<file path="src/rtl/fmasc_pkg.sv">
package fmasc_pkg;
  typedef enum logic [2:0] {
    CL_ZERO = 3'd0,
    CL_SUB  = 3'd1,
    CL_NORM = 3'd2,
    CL_INF  = 3'd3,
    CL_QNAN = 3'd4,
    CL_SNAN = 3'd5
  } fp_class_e;

  localparam int NUM_OPS = 3;
  localparam int RND_W   = 2;
  localparam logic [RND_W-1:0] RND_DOWN = 2'b11;
endpackage

</file>
<file path="src/rtl/fmasc_classify.sv">
module fmasc_classify
  import fmasc_pkg::*;
#(
  parameter int EXP_W  = 11,
  parameter int FRAC_W = 52,
  localparam int W     = 1 + EXP_W + FRAC_W
) (
  input  logic [W-1:0] op_i,
  output fp_class_e    cls_o
);
  logic [EXP_W-1:0]  exp_f;
  logic [FRAC_W-1:0] frac_f;

  assign exp_f  = op_i[W-2 -: EXP_W];
  assign frac_f = op_i[FRAC_W-1:0];

  always_comb begin
    if (exp_f == '0)
      cls_o = (frac_f == '0) ? CL_ZERO : CL_SUB;
    else if (&exp_f) begin
      if (frac_f == '0)              cls_o = CL_INF;
      else if (frac_f[FRAC_W-1])     cls_o = CL_QNAN;
      else                           cls_o = CL_SNAN;
    end else
      cls_o = CL_NORM;
  end
endmodule

</file>
<file path="src/rtl/fmasc_nan_pick.sv">
module fmasc_nan_pick
  import fmasc_pkg::*;
#(
  parameter int EXP_W  = 11,
  parameter int FRAC_W = 52,
  localparam int W     = 1 + EXP_W + FRAC_W
) (
  input  logic [W-1:0] ops_i [NUM_OPS],
  input  fp_class_e    cls_i [NUM_OPS],
  output logic         nan_hit_o,
  output logic         nan_inv_o,
  output logic [W-1:0] nan_val_o
);
  localparam logic [W-1:0] QUIET_BIT = {{(1+EXP_W){1'b0}}, 1'b1, {(FRAC_W-1){1'b0}}};

  logic         snan_seen, qnan_seen;
  logic [W-1:0] snan_val, qnan_val;

  // Scan from the last operand to the first so the lowest index wins.
  always_comb begin
    snan_seen = 1'b0;
    qnan_seen = 1'b0;
    snan_val  = '0;
    qnan_val  = '0;
    for (int i = NUM_OPS - 1; i >= 0; i--) begin
      if (cls_i[i] == CL_SNAN) begin
        snan_seen = 1'b1;
        snan_val  = ops_i[i] | QUIET_BIT;
      end
      if (cls_i[i] == CL_QNAN) begin
        qnan_seen = 1'b1;
        qnan_val  = ops_i[i];
      end
    end
  end

  assign nan_hit_o = snan_seen | qnan_seen;
  assign nan_inv_o = snan_seen;
  assign nan_val_o = snan_seen ? snan_val : qnan_val;
endmodule

</file>
<file path="src/rtl/fmasc_rules.sv">
module fmasc_rules
  import fmasc_pkg::*;
#(
  parameter int EXP_W  = 11,
  parameter int FRAC_W = 52,
  localparam int W     = 1 + EXP_W + FRAC_W
) (
  input  fp_class_e    cls_z,
  input  fp_class_e    cls_x,
  input  fp_class_e    cls_y,
  input  logic [W-1:0] op_z,
  input  logic         sx,
  input  logic         sy,
  input  logic         neg,
  input  logic         rnd_down,
  output logic         rule_hit_o,
  output logic         rule_inv_o,
  output logic [W-1:0] rule_val_o
);
  function automatic logic [W-1:0] make_inf(input logic s);
    return {s, {EXP_W{1'b1}}, {FRAC_W{1'b0}}};
  endfunction

  function automatic logic [W-1:0] make_zero(input logic s);
    return {s, {(W-1){1'b0}}};
  endfunction

  function automatic logic [W-1:0] default_nan();
    return {1'b0, {EXP_W{1'b1}}, 1'b1, {(FRAC_W-1){1'b0}}};
  endfunction

  logic psign, zsign, prod_inf, prod_zero, z_inf, z_zero;

  assign psign     = sx ^ sy ^ neg;
  assign zsign     = op_z[W-1];
  assign prod_inf  = (cls_x == CL_INF)  | (cls_y == CL_INF);
  assign prod_zero = (cls_x == CL_ZERO) | (cls_y == CL_ZERO);
  assign z_inf     = (cls_z == CL_INF);
  assign z_zero    = (cls_z == CL_ZERO);

  always_comb begin
    rule_hit_o = 1'b1;
    rule_inv_o = 1'b0;
    rule_val_o = '0;
    if (prod_inf && prod_zero) begin
      rule_inv_o = 1'b1;
      rule_val_o = default_nan();
    end else if (prod_inf) begin
      if (z_inf && (zsign != psign)) begin
        rule_inv_o = 1'b1;
        rule_val_o = default_nan();
      end else
        rule_val_o = make_inf(psign);
    end else if (prod_zero) begin
      if (z_zero && (zsign != psign))
        rule_val_o = make_zero(rnd_down);
      else
        rule_val_o = op_z;
    end else if (z_inf) begin
      rule_val_o = op_z;
    end else begin
      rule_hit_o = 1'b0;
    end
  end
endmodule

</file>
<file path="src/rtl/fmasc_resolver.sv">
module fmasc_resolver
  import fmasc_pkg::*;
#(
  parameter int EXP_W  = 11,
  parameter int FRAC_W = 52,
  localparam int W     = 1 + EXP_W + FRAC_W
) (
  input  logic             clk,
  input  logic             rst_n,
  input  logic             req_valid,
  input  logic [W-1:0]     op_z,
  input  logic [W-1:0]     op_x,
  input  logic [W-1:0]     op_y,
  input  logic             neg_prod,
  input  logic [RND_W-1:0] rnd_mode,
  output logic             special_valid,
  output logic [W-1:0]     special_result,
  output logic             invalid_flag,
  output logic             go_datapath
);
  logic [W-1:0] ops [NUM_OPS];
  fp_class_e    cls [NUM_OPS];

  assign ops[0] = op_z;
  assign ops[1] = op_x;
  assign ops[2] = op_y;

  for (genvar g = 0; g < NUM_OPS; g++) begin : g_cls
    fmasc_classify #(.EXP_W(EXP_W), .FRAC_W(FRAC_W)) u_cls (
      .op_i  (ops[g]),
      .cls_o (cls[g])
    );
  end

  logic         nan_hit, nan_inv;
  logic [W-1:0] nan_val;

  fmasc_nan_pick #(.EXP_W(EXP_W), .FRAC_W(FRAC_W)) u_nan (
    .ops_i     (ops),
    .cls_i     (cls),
    .nan_hit_o (nan_hit),
    .nan_inv_o (nan_inv),
    .nan_val_o (nan_val)
  );

  logic         rule_hit, rule_inv;
  logic [W-1:0] rule_val;

  fmasc_rules #(.EXP_W(EXP_W), .FRAC_W(FRAC_W)) u_rules (
    .cls_z      (cls[0]),
    .cls_x      (cls[1]),
    .cls_y      (cls[2]),
    .op_z       (op_z),
    .sx         (op_x[W-1]),
    .sy         (op_y[W-1]),
    .neg        (neg_prod),
    .rnd_down   (rnd_mode == RND_DOWN),
    .rule_hit_o (rule_hit),
    .rule_inv_o (rule_inv),
    .rule_val_o (rule_val)
  );

  // Named decision wires; NaN handling outranks every class rule.
  logic         take_special, take_inv;
  logic [W-1:0] take_val;

  assign take_special = nan_hit | rule_hit;
  assign take_inv     = nan_hit ? nan_inv : rule_inv;
  assign take_val     = nan_hit ? nan_val : rule_val;

  always_ff @(posedge clk) begin
    if (!rst_n) begin
      special_valid  <= 1'b0;
      special_result <= '0;
      invalid_flag   <= 1'b0;
      go_datapath    <= 1'b0;
    end else begin
      special_valid  <= req_valid & take_special;
      special_result <= (req_valid & take_special) ? take_val : '0;
      invalid_flag   <= req_valid & take_special & take_inv;
      go_datapath    <= req_valid & ~take_special;
    end
  end
endmodule

</file>
<file path="config.mk">
export PLATFORM = sky130hd
export DESIGN_NAME = fmasc_resolver
export DESIGN_NICKNAME = d
export VERILOG_FILES = /design/src/rtl/fmasc_pkg.sv /design/src/rtl/fmasc_classify.sv /design/src/rtl/fmasc_nan_pick.sv /design/src/rtl/fmasc_rules.sv /design/src/rtl/fmasc_resolver.sv
export SDC_FILE = /design/constraint.sdc
export NUM_CORES = 1
export LEC_CHECK = 0
export BUFFER_PORTS_ARGS = -buffer_cell sky130_fd_sc_hd__buf_4
export CORE_MARGIN = 10
export CORE_UTILIZATION = 45
export DETAILED_ROUTE_END_ITERATION = 8
export PLACE_DENSITY_LB_ADDON = 0.05
export SETUP_SLACK_MARGIN = 0.05
export SLEW_MARGIN = 20
export SYNTH_ARGS = -nofsm -noshare
export SYNTH_HDL_FRONTEND = slang
export SYNTH_SLANG_ARGS = --single-unit
</file>
<file path="constraint.sdc">
create_clock -name clk -period 2.9 [get_ports clk]
set_input_delay 0.145 -clock clk [delete_from_list [all_inputs] [get_ports clk]]
set_output_delay 0.145 -clock clk [all_outputs]
set_load 0.02 [all_outputs]
</file>
After elaboration in Yosys (flattened, before gate mapping)
Cells that the tools add are included.
Widths: inputs -> output; s select.
Storage, ports and cells
  register bits after elaboration: 67
  latch bits: 0
  RAM bits: 0
  bits in read-only memories: 0
  input bits: 198
  logic and storage cells: 84
  memories kept: 0
Cells by class
  add/subtract/negate cells: 0
  multipliers: 0
  divide/modulo/power cells: 0
  order comparisons: 0
  equality and inequality tests: 11
  shift-type cells: 0
  multiplexer cells: 43
  bitwise logic cells: 10
  reductions and logical operators: 16
Operator list (count)
  $mux 64: 14
  $logic_not 52->1: 3
  $logic_not 11->1: 3
  $reduce_and 11->1: 3
  $mux 3: 9
  $mux 1: 20
  $eq 3x3->1 const B: 6
  $eq 3x2->1 const B: 3
  $logic_not 3->1: 3
  $or 1x1->1: 4
  $and 1x1->1: 3
  $logic_and 1x1->1: 3
  $eq 2x2->1 const B: 1
  $reduce_and 2->1: 1
  $xor 1x1->1: 2
  $ne 1x1->1: 1
  $not 1->1: 1

Logic depth before layout (Yosys ltp)
Gate-level depths: netlist (run 1).
  depth after elaboration: 12
  mapped depth: 12
  mapped depth without buffers: 8

Modules after synthesis
A second synthesis (run 1) with hierarchy kept.
Unflattened totals
  cell total of the unflattened synthesis: 890
  area total of the unflattened synthesis: 6800.3 µm²
By module, submodules not included
  fmasc_nan_pick: instances 1, cells an instance 385, area each 2716.4 µm², seq. area each 0.0 µm²
  fmasc_resolver: instances 1, cells an instance 295, area each 2590.0 µm², seq. area each 1341.3 µm²
  fmasc_rules: instances 1, cells an instance 120, area each 900.9 µm², seq. area each 0.0 µm²
  fmasc_classify: instances 3, cells an instance 30, area each 197.7 µm², seq. area each 0.0 µm²

Least setup slack after synthesis (run 1)
No wires, ideal clock.
  path type: in2reg
  start point: input port op_x[51]
  end point: register special_result[7]
  setup time: 128 ps
  arrival: 2119 ps
  required time: 2772 ps
  setup slack: 653 ps
  cell stages on the path: 10
  path buffers: 2
  cells stage by stage: buf_6 > nor4_2 > nand4_1 > nor4_4 > a22oi_2 > mux2_4 > a32o_2 > buf_6 > a22oi_1 > nor2_1
On the way
  longest elaborated chain between the ends: 12
  elaborated cells between the ends (all ways): 33
  those cells by class: eq/ne: 3; mux: 21; bitwise: 5; reduce/logical: 4
Ends and longest elaborated chain
  start: declaration: RTL line fmasc_resolver.sv:12  | input logic [W-1:0] op_x,
  $logic_not 52->1 / $mux 1 (equally long branches): RTL line fmasc_classify.sv:19, fmasc_classify.sv:21, fmasc_classify.sv:22
  $mux 3: RTL line fmasc_classify.sv:21  | if (frac_f == '0) cls_o = CL_INF;
  $mux 3: RTL line fmasc_classify.sv:20  | else if (&exp_f) begin
  $mux 3 (*): RTL line fmasc_classify.sv:18  | if (exp_f == '0)
  $logic_not 3->1: RTL line fmasc_rules.sv:37  | assign prod_zero = (cls_x == CL_ZERO) | (cls_y == CL_ZERO);
  $or 1x1->1: RTL line fmasc_rules.sv:37
  $mux 1: RTL line fmasc_rules.sv:54  | end else if (prod_zero) begin
  $mux 1: RTL line fmasc_rules.sv:48  | end else if (prod_inf) begin
  $mux 1: RTL line fmasc_rules.sv:45  | if (prod_inf && prod_zero) begin
  $or 1x1->1: RTL line fmasc_resolver.sv:67  | assign take_special = nan_hit | rule_hit;
  $and 1x1->1: RTL line fmasc_resolver.sv:79  | special_result <= (req_valid & take_special) ? take_val : '0;
  $reduce_and 2->1 (no line)
  end signal: assignment: RTL line fmasc_resolver.sv:79
  end: declaration: RTL line fmasc_resolver.sv:17  | output logic [W-1:0] special_result,
Every way passes the cells marked *; elsewhere a longest branch is shown, timed or not.
A chain may end at the register's enable or synchronous reset.

Final worst setup path (run 1)
  start point: input port op_z[43]
  end point: register special_result[1]
On the way
  longest elaborated chain between the ends: 12
  elaborated cells between the ends (all ways): 29
  those cells by class: eq/ne: 3; mux: 19; bitwise: 3; reduce/logical: 4
Ends and longest elaborated chain
  start: declaration: RTL line fmasc_resolver.sv:11  | input logic [W-1:0] op_z,
  $logic_not 52->1 (*): RTL line fmasc_classify.sv:19, fmasc_classify.sv:21
  $mux 3: RTL line fmasc_classify.sv:21
  $mux 3: RTL line fmasc_classify.sv:20
  $mux 3 (*): RTL line fmasc_classify.sv:18
  $eq 3x2->1: RTL line fmasc_rules.sv:38  | assign z_inf = (cls_z == CL_INF);
  $mux 1: RTL line fmasc_rules.sv:59  | end else if (z_inf) begin
  $mux 1: RTL line fmasc_rules.sv:54
  $mux 1: RTL line fmasc_rules.sv:48
  $mux 1: RTL line fmasc_rules.sv:45
  $or 1x1->1: RTL line fmasc_resolver.sv:67
  $and 1x1->1: RTL line fmasc_resolver.sv:79
  $reduce_and 2->1 (no line)
Marks and branches as above.

==> out/qor.yml, run 1 <==
timing:
  period_share_pct: 93.01
  timing.final.ws_setup_ns: 0.2026
  post-route-min-period_ns: 2.697
  tns_ns: 0
  timing.fmax_mhz: 370.7
  relSlewSlack_pct: 42.94
  rsz0062_at_grt: "no"
  worst_pin_slew_ns: 0.8521
  setup_violations: 0
  whs_ns: 0.01119
  slew_violations: 0
  hold_viol_final: 0
placement:
  gp_congestion: 1.030
  dp_cells: 976
  io_buffers: 264
  dp_hpwl_um: 18040
  dpl_worst_slack_ns: 0.1689
worst_hold_path:
  hp-class: "in2reg"
  min_from: "op_z[46]"
  min_path_cells: 2
  min_to: "special_result[46]"
layout:
  fillCellCount: 877
  seqCellArea_um2: 1341
  areaGrowthSynthToFinish_pct: 51.23
  insertedDiodeCount: 0
  multi_input_area_um2: 3074
  layout-drive-gt1-share_pct: 38.00
  stdcell_count: 994
  nNetsFinal: 1051
floorplanning:
  num_rows: 37
  start_util_pct: 45.61
  dieArea_um2: 14790
  dieHeight_um: 121.6
  io_pins: 265
  die_x_um: 121.6
  coreArea_um2: 10180
synthesis:
  synth_common_cells: "nand2_1 (70), dfxtp_1 (67), nor4_1 (49), nor2_1 (43), clkbuf_1 (41)"
  synth_cell_types: 43
  netlist_area_um2: 4646
  synth_top_area_share_pct: 28.87
  synth_top_area_cell: "dfxtp_1"
  yosysWarnings: 0
  synth-async-reset-ratio_pct: 0
  syn_inst: 607
  synth-main-ff-cell: "dfxtp_1"
  synth-edff-count: 0
  synth-seq-cells: 67
  synth_fp_nets: 805
  yosys.cell_count.top_type: "nand2_1"
  synth.area.top_cells: "dfxtp_1 (29%), nor4_1 (6.6%), a22oi_1 (6.5%)"
  avgSynthCellArea_um2: 7.654
  ys_seq_area_share_pct: 28.87
global_route:
  grt_pass1_wl_um: 35040
  grtUsageTotal_pct: 29.57
  grt_pass1_vias: 6352
  grt_antenna_before_repair: 1
  grt_remaining_overflow: 0
  grt_max_degree: 49
route:
  wire_per_inst_um: 23.33
  drt.antenna.violating_nets: 0
  drc: 0
  routed_wl_um: 23190
  dr.pass1.iters: 6
  vias: 6419
  drtIter0Drc: 708
  via_per_inst: 6.458
pwr:
  p_int_w: 0.001525
  vdd_ir_drop_max_v: 0.0002328
  p_comb_share_pct: 17.5
  p_leak_nw: 2.677
  power.density_nw_per_um2: 301.6
  switching_share_pct: 28.04
  power.share.clock_pct: 39.1
  pwr-share-seq_pct: 43.4
  switching_power_w: 0.0005940
clocking:
  ctsLongestPathBuffers: 2
  htreeDepth: 3
  cts_setup_buffers: 0
  cts_tree: "done"
  numCtsBuffers: 9
  clk_pin_slew_ns: 0.09
  clock-sinks: 67
  ctsRootBufferMaster: "clkbuf_8"
setup_path:
  crit_slowest_cell: "dlygate4sd3_1"
  cp_num_buf_inv: 2
  critPathArrivalTime_ns: 2.94
  critical_path_class: "in2reg"
  max_stage_delay_ns: 0.54
  crit_chain: "dlygate4sd3_1 -> buf_4 -> nor4_2 -> nand4_1 -> nor4_4 -> nand3_1 -> mux2_4 -> a32o_2 -> a22oi_1 -> nor2_1"
  worstSetupEndpointType: "register"
  cp-start-kind: "input pin"
  required_ns: 3.14
  worstPathMaxFanout: 24
  crit_family: "simple AND/OR/NAND/NOR gates"
job:
  drv_cap: 0
run_status:
  outcome: "finished clean"
==> registers in the layout, indices dropped and copies added, names as in the netlist <==
register / cells
go_datapath: 1
invalid_flag: 1
special_result: 64
special_valid: 1
==> kinds of logic (layout without fill, tap and decap cells) <==
logic type                after synthesis  count (layout)  share of synthesized area [%]
AOI/OAI and AO/OA                     201             201                          31.16
xor gates and xnor gates                3               3                         0.5657
buffers and inverters                  63             314                          5.979
DFF                                    67              67                          28.87
muxes                                  26              26                          5.710
and+or+nand+nor                       247             247                          27.71
==> power by group through the flow <==
stage / sequential, W / clock (W) / combinational [W]
3_5_place_dp: 0.000942 / 0 / 0.000358
4_1_cts: 0.000920 / 0.000827 / 0.000362
3_3_place_gp: 0.000942 / 0 / 0.000354
5_1_grt: 0.000920 / 0.000862 / 0.000389
2_1_floorplan: 0.000943 / 0 / 0.0000502
6_report: 0.000920 / 0.000828 / 0.000371
==> repair_timing <==
action / in CTS / in global routing
resized for setup: 0 / 1
endpoints found under the hold margin: 2 / 0
setup endpoints to repair: 0 / 24
hold buffers: 2 / 0
==> final cells by class <==
class / instances / share of cell area, %
Clock buffer: 9 / 1.763
Sequential cell: 67 / 19.09
Inverter: 4 / 0.2137
Clock inverter: 7 / 1.086
Timing Repair Buffer: 294 / 31.67
Tap cell: 136 / 2.422
Multi-Input combinational cell: 477 / 43.76
==> layer usage <==
metal  vias to the layer above  global-route usage (%)  part of all wire (%)
met1                      2954                   35.75                    37
li1                       2906                       -                     -
met3                        60                   8.649                    13
met4                         2                   11.70                   3.6
met5                         -                       0                 0.056
met2                       497                   48.41                    47
==> cell usage in the layout (no fill, tap or decap), types with 9 or more instances in the layout <==
cell type    n
o311ai_1    12
o2bb2ai_1   15
nor2_1      42
clkbuf_8     9
buf_4      291
nand4_1     36
a2bb2oi_1   24
mux2i_1     25
a21oi_1     15
nand2_1     70
nor4_1      46
a31oi_1     39
a221oi_1    12
o211ai_1    12
o21ai_0     25
nand3_1     23
dfxtp_1     67
a22oi_1     40
==> worst max path at each step <==
stage	from	to	slack [ns]	cells past startpoint
floorplan	op_x[51]	special_result[7]	0.65	10
global placement	op_x[30]	special_result[27]	0.20	9
detailed placement	op_x[31]	special_result[1]	0.17	9
CTS	op_z[43]	special_result[1]	0.13	10
global route	op_z[43]	special_result[1]	0.06	10
finish	op_z[43]	special_result[1]	0.20	10
==> per-stage QoR <==
step | util, % | total power (W) | area, um2
after global routing | 68.98 | 0.002170 | 7025
after detailed placement | 66.76 | 0.001300 | 6799
final | 68.98 | 0.002119 | 7025
after CTS | 68.92 | 0.002109 | 7019
after global placement | 66.76 | 0.001296 | 6799
after floorplan | - | 0.0009928 | 4646
(Power assumes the default switching activity.)
==> run 2: changes to the inputs <==
==> constraint.sdc (replaced) <==
create_clock -name clk -period 2.9 [get_ports clk]
set_input_delay 0.435 -clock clk [delete_from_list [all_inputs] [get_ports clk]]
set_output_delay 0.435 -clock clk [all_outputs]
set_load 0.02 [all_outputs]
==> run 2 against run 1 <==
- power increased by 1.1%
- core utilization increased by 3.1 points
- wire length increased by 4.7%
- first-iteration DRC count increased by 37%
- non-clock buffer count increased by 39
- combinational power increased by 6.5%
- maximum frequency decreased by 1.2%
- design area increased by 4.5%
- sequential power about the same
- cell count increased by 3.9%
- critical endpoint is now special_result[0]
- highest routed layer is now met4
==> out/qor.yml, run 2 (synthesis results as in run 1) <==
placement:
  dp_hpwl_um: 18860  # +4.6%
  gp_congestion: 0.9524  # -7.6%
  io_buffers: 264  # unchanged
  dp_cells: 1017  # +4.2%
timing:
  hold_viol_final: 0  # unchanged
  relSlewSlack_pct: 37.61  # -5.3 points
  post-route-min-period_ns: 2.730  # +0.03253 ns
  period_share_pct: 94.13  # +1.1 points
  setup_violations: 0  # unchanged
  slew_violations: 0  # unchanged
  rsz0062_at_grt: "no"
  worst_pin_slew_ns: 0.9317  # +0.07957 ns
  timing.fmax_mhz: 366.3  # -1.2%
pwr:
  switching_power_w: 0.0006025  # +1.4%
  p_int_w: 0.001539  # +0.96%
  power.density_nw_per_um2: 291.7  # -3.3%
  pwr-share-seq_pct: 42.9  # -0.5 points
  vdd_ir_drop_max_v: 0.0001705  # -27%
  power.share.clock_pct: 38.6  # -0.5 points
  power_w: 0.002142  # +1.1%
  switching_share_pct: 28.13  # +0.093 points
  p_comb_share_pct: 18.4  # +0.9 points
  p_leak_nw: 2.872  # +7.3%
clocking:
  numCtsBuffers: 9  # unchanged
  htreeDepth: 3  # unchanged
  clk_pin_slew_ns: 0.08  # about the same
  ctsLongestPathBuffers: 2  # unchanged
  cts_setup_buffers: 0  # unchanged
  clock-sinks: 67  # unchanged
  ctsRootBufferMaster: "clkbuf_8"
  cts_tree: "done"
setup_path:
  max_stage_delay_ns: 0.45  # -0.09 ns
  cp_common_cell: "buf_4"
  cp-start-kind: "input pin"
  worstSetupEndpointType: "register"
  critPathArrivalTime_ns: 2.99  # +0.05 ns
  required_ns: 3.16  # +0.02 ns
  crit_chain: "buf_4 -> nor4_1 -> buf_4 -> nand4_1 -> nor4_4 -> a22oi_2 -> mux2_4 -> a32o_4 -> a22oi_1 -> nor2_1"
  cp_num_buf_inv: 2  # unchanged
  crit_family: "simple AND/OR/NAND/NOR gates"
  crit_slowest_cell: "a32o_4"
  worstPathMaxFanout: 24  # unchanged
  critical_path_class: "in2reg"
floorplanning:
  coreArea_um2: 10180  # unchanged
  start_util_pct: 45.61  # unchanged
  dieHeight_um: 121.6  # unchanged
  num_rows: 37  # unchanged
  die_x_um: 121.6  # unchanged
  io_pins: 265  # unchanged
  dieArea_um2: 14790  # unchanged
layout:
  layout_commonest_cell: "buf_4"
  top_register: "special_result"
  largest_register_ffs: 64  # unchanged
  final_cell_mix: "buf_4 (330), nand2_1 (70), dfxtp_1 (67)"
  stdcell_count: 1033  # +3.9%
  areaGrowthSynthToFinish_pct: 58.04
  nNetsFinal: 1090  # +3.7%
  layout-drive-gt1-share_pct: 40.91  # +2.9 points
  insertedDiodeCount: 0  # unchanged
global_route:
  grt_max_degree: 49  # unchanged
  grtUsageTotal_pct: 30.90  # +1.3 points
  grt_antenna_before_repair: 0  # -1
  grt_remaining_overflow: 0  # unchanged
  grt_pass1_vias: 6658  # +4.8%
  grt_pass1_wl_um: 36470  # +4.1%
route:
  vias: 6814  # +6.2%
  via_per_inst: 6.596  # +2.1%
  drtIter0Drc: 972  # +37%
  dr.pass1.iters: 9  # +3
  wire_per_inst_um: 23.51  # +0.75%
  routed_wl_um: 24290  # +4.7%
  drc: 0  # unchanged
  drt.antenna.violating_nets: 0  # unchanged
worst_hold_path:
  min_to: "special_result[47]"
  min_path_cells: 2  # unchanged
  min_from: "op_z[47]"
  hp-class: "in2reg"
job:
  drv_cap: 0  # unchanged
run_status:
  outcome: "finished clean"
==> run 2: what timing repair did <==
| action | 4_1_cts | 5_1_grt |
|---|---|---|
| endpoints found under the hold margin | 0 | 0 |
| hold buffers | 0 | 0 |
| resized for setup | 0 | 2 |
| setup endpoints to repair | 0 | 14 |
==> run 2: metal layers <==
| metal | wire length [um] | part of all wire, % | global-route usage [%] | vias to the layer above |
|---|---|---|---|---|
| li1 | - | - | - | 2976 |
| met1 | 8796 | 36 | 36.28 | 3133 |
| met2 | 11470 | 47 | 52.03 | 587 |
| met3 | 2824 | 12 | 7.493 | 118 |
| met4 | 1192 | 4.9 | 14.46 | 0 |
| met5 | 0 | 0 | 0 | - |
==> run 2: how the worst max path moves through the flow <==
stage               startpoint                 end  slack [ns]  cells past startpoint
finish                op_x[31]   special_result[0]        0.17                     10
global route           op_y[6]  special_result[37]        0.07                     13
CTS                   op_x[30]   special_result[3]         0.1                     10
detailed placement    op_x[30]   special_result[3]       -0.29                     10
global placement      op_x[31]   special_result[3]       -0.28                     10
floorplan             op_x[51]   special_result[7]        0.36                     10
==> run 2: power by group through the flow <==
stage	Sequential, W	Combinational [W]	Clock (W)
finish	0.000920	0.000395	0.000827
global route	0.000920	0.000410	0.000861
CTS	0.000920	0.000383	0.000827
detailed placement	0.000942	0.000382	0
global placement	0.000942	0.000376	0
floorplan	0.000943	0.0000502	0
==> run 2: stage by stage <==
step / TNS (ns) / cell area (um2) / hold WS (ns) / worst slack (ns) / util [%]
2_1_floorplan: 0 / 4646 / 0.5488 / 0.3631 / -
3_3_place_gp: -5.746 / 7132 / 0.6448 / -0.2832 / 70.02
3_5_place_dp: -7.219 / 7132 / 0.6533 / -0.2861 / 70.02
4_1_cts: 0 / 7331 / 0.2812 / 0.09990 / 71.98
5_1_grt: 0 / 7342 / 0.2815 / 0.06937 / 72.09
6_report: 0 / 7342 / 0.2828 / 0.1701 / 72.09
==> run 2: cell type report <==
| class | instances | area (um2) |
|---|---|---|
| clock buffers | 9 | 123.9 |
| clock inverters | 7 | 75.07 |
| fillers | 820 | 2843 |
| inverters | 4 | 15.01 |
| multi-input cells | 477 | 3079 |
| flip-flops and latches | 67 | 1341 |
| well taps | 136 | 170.2 |
| repair buffers | 333 | 2537 |
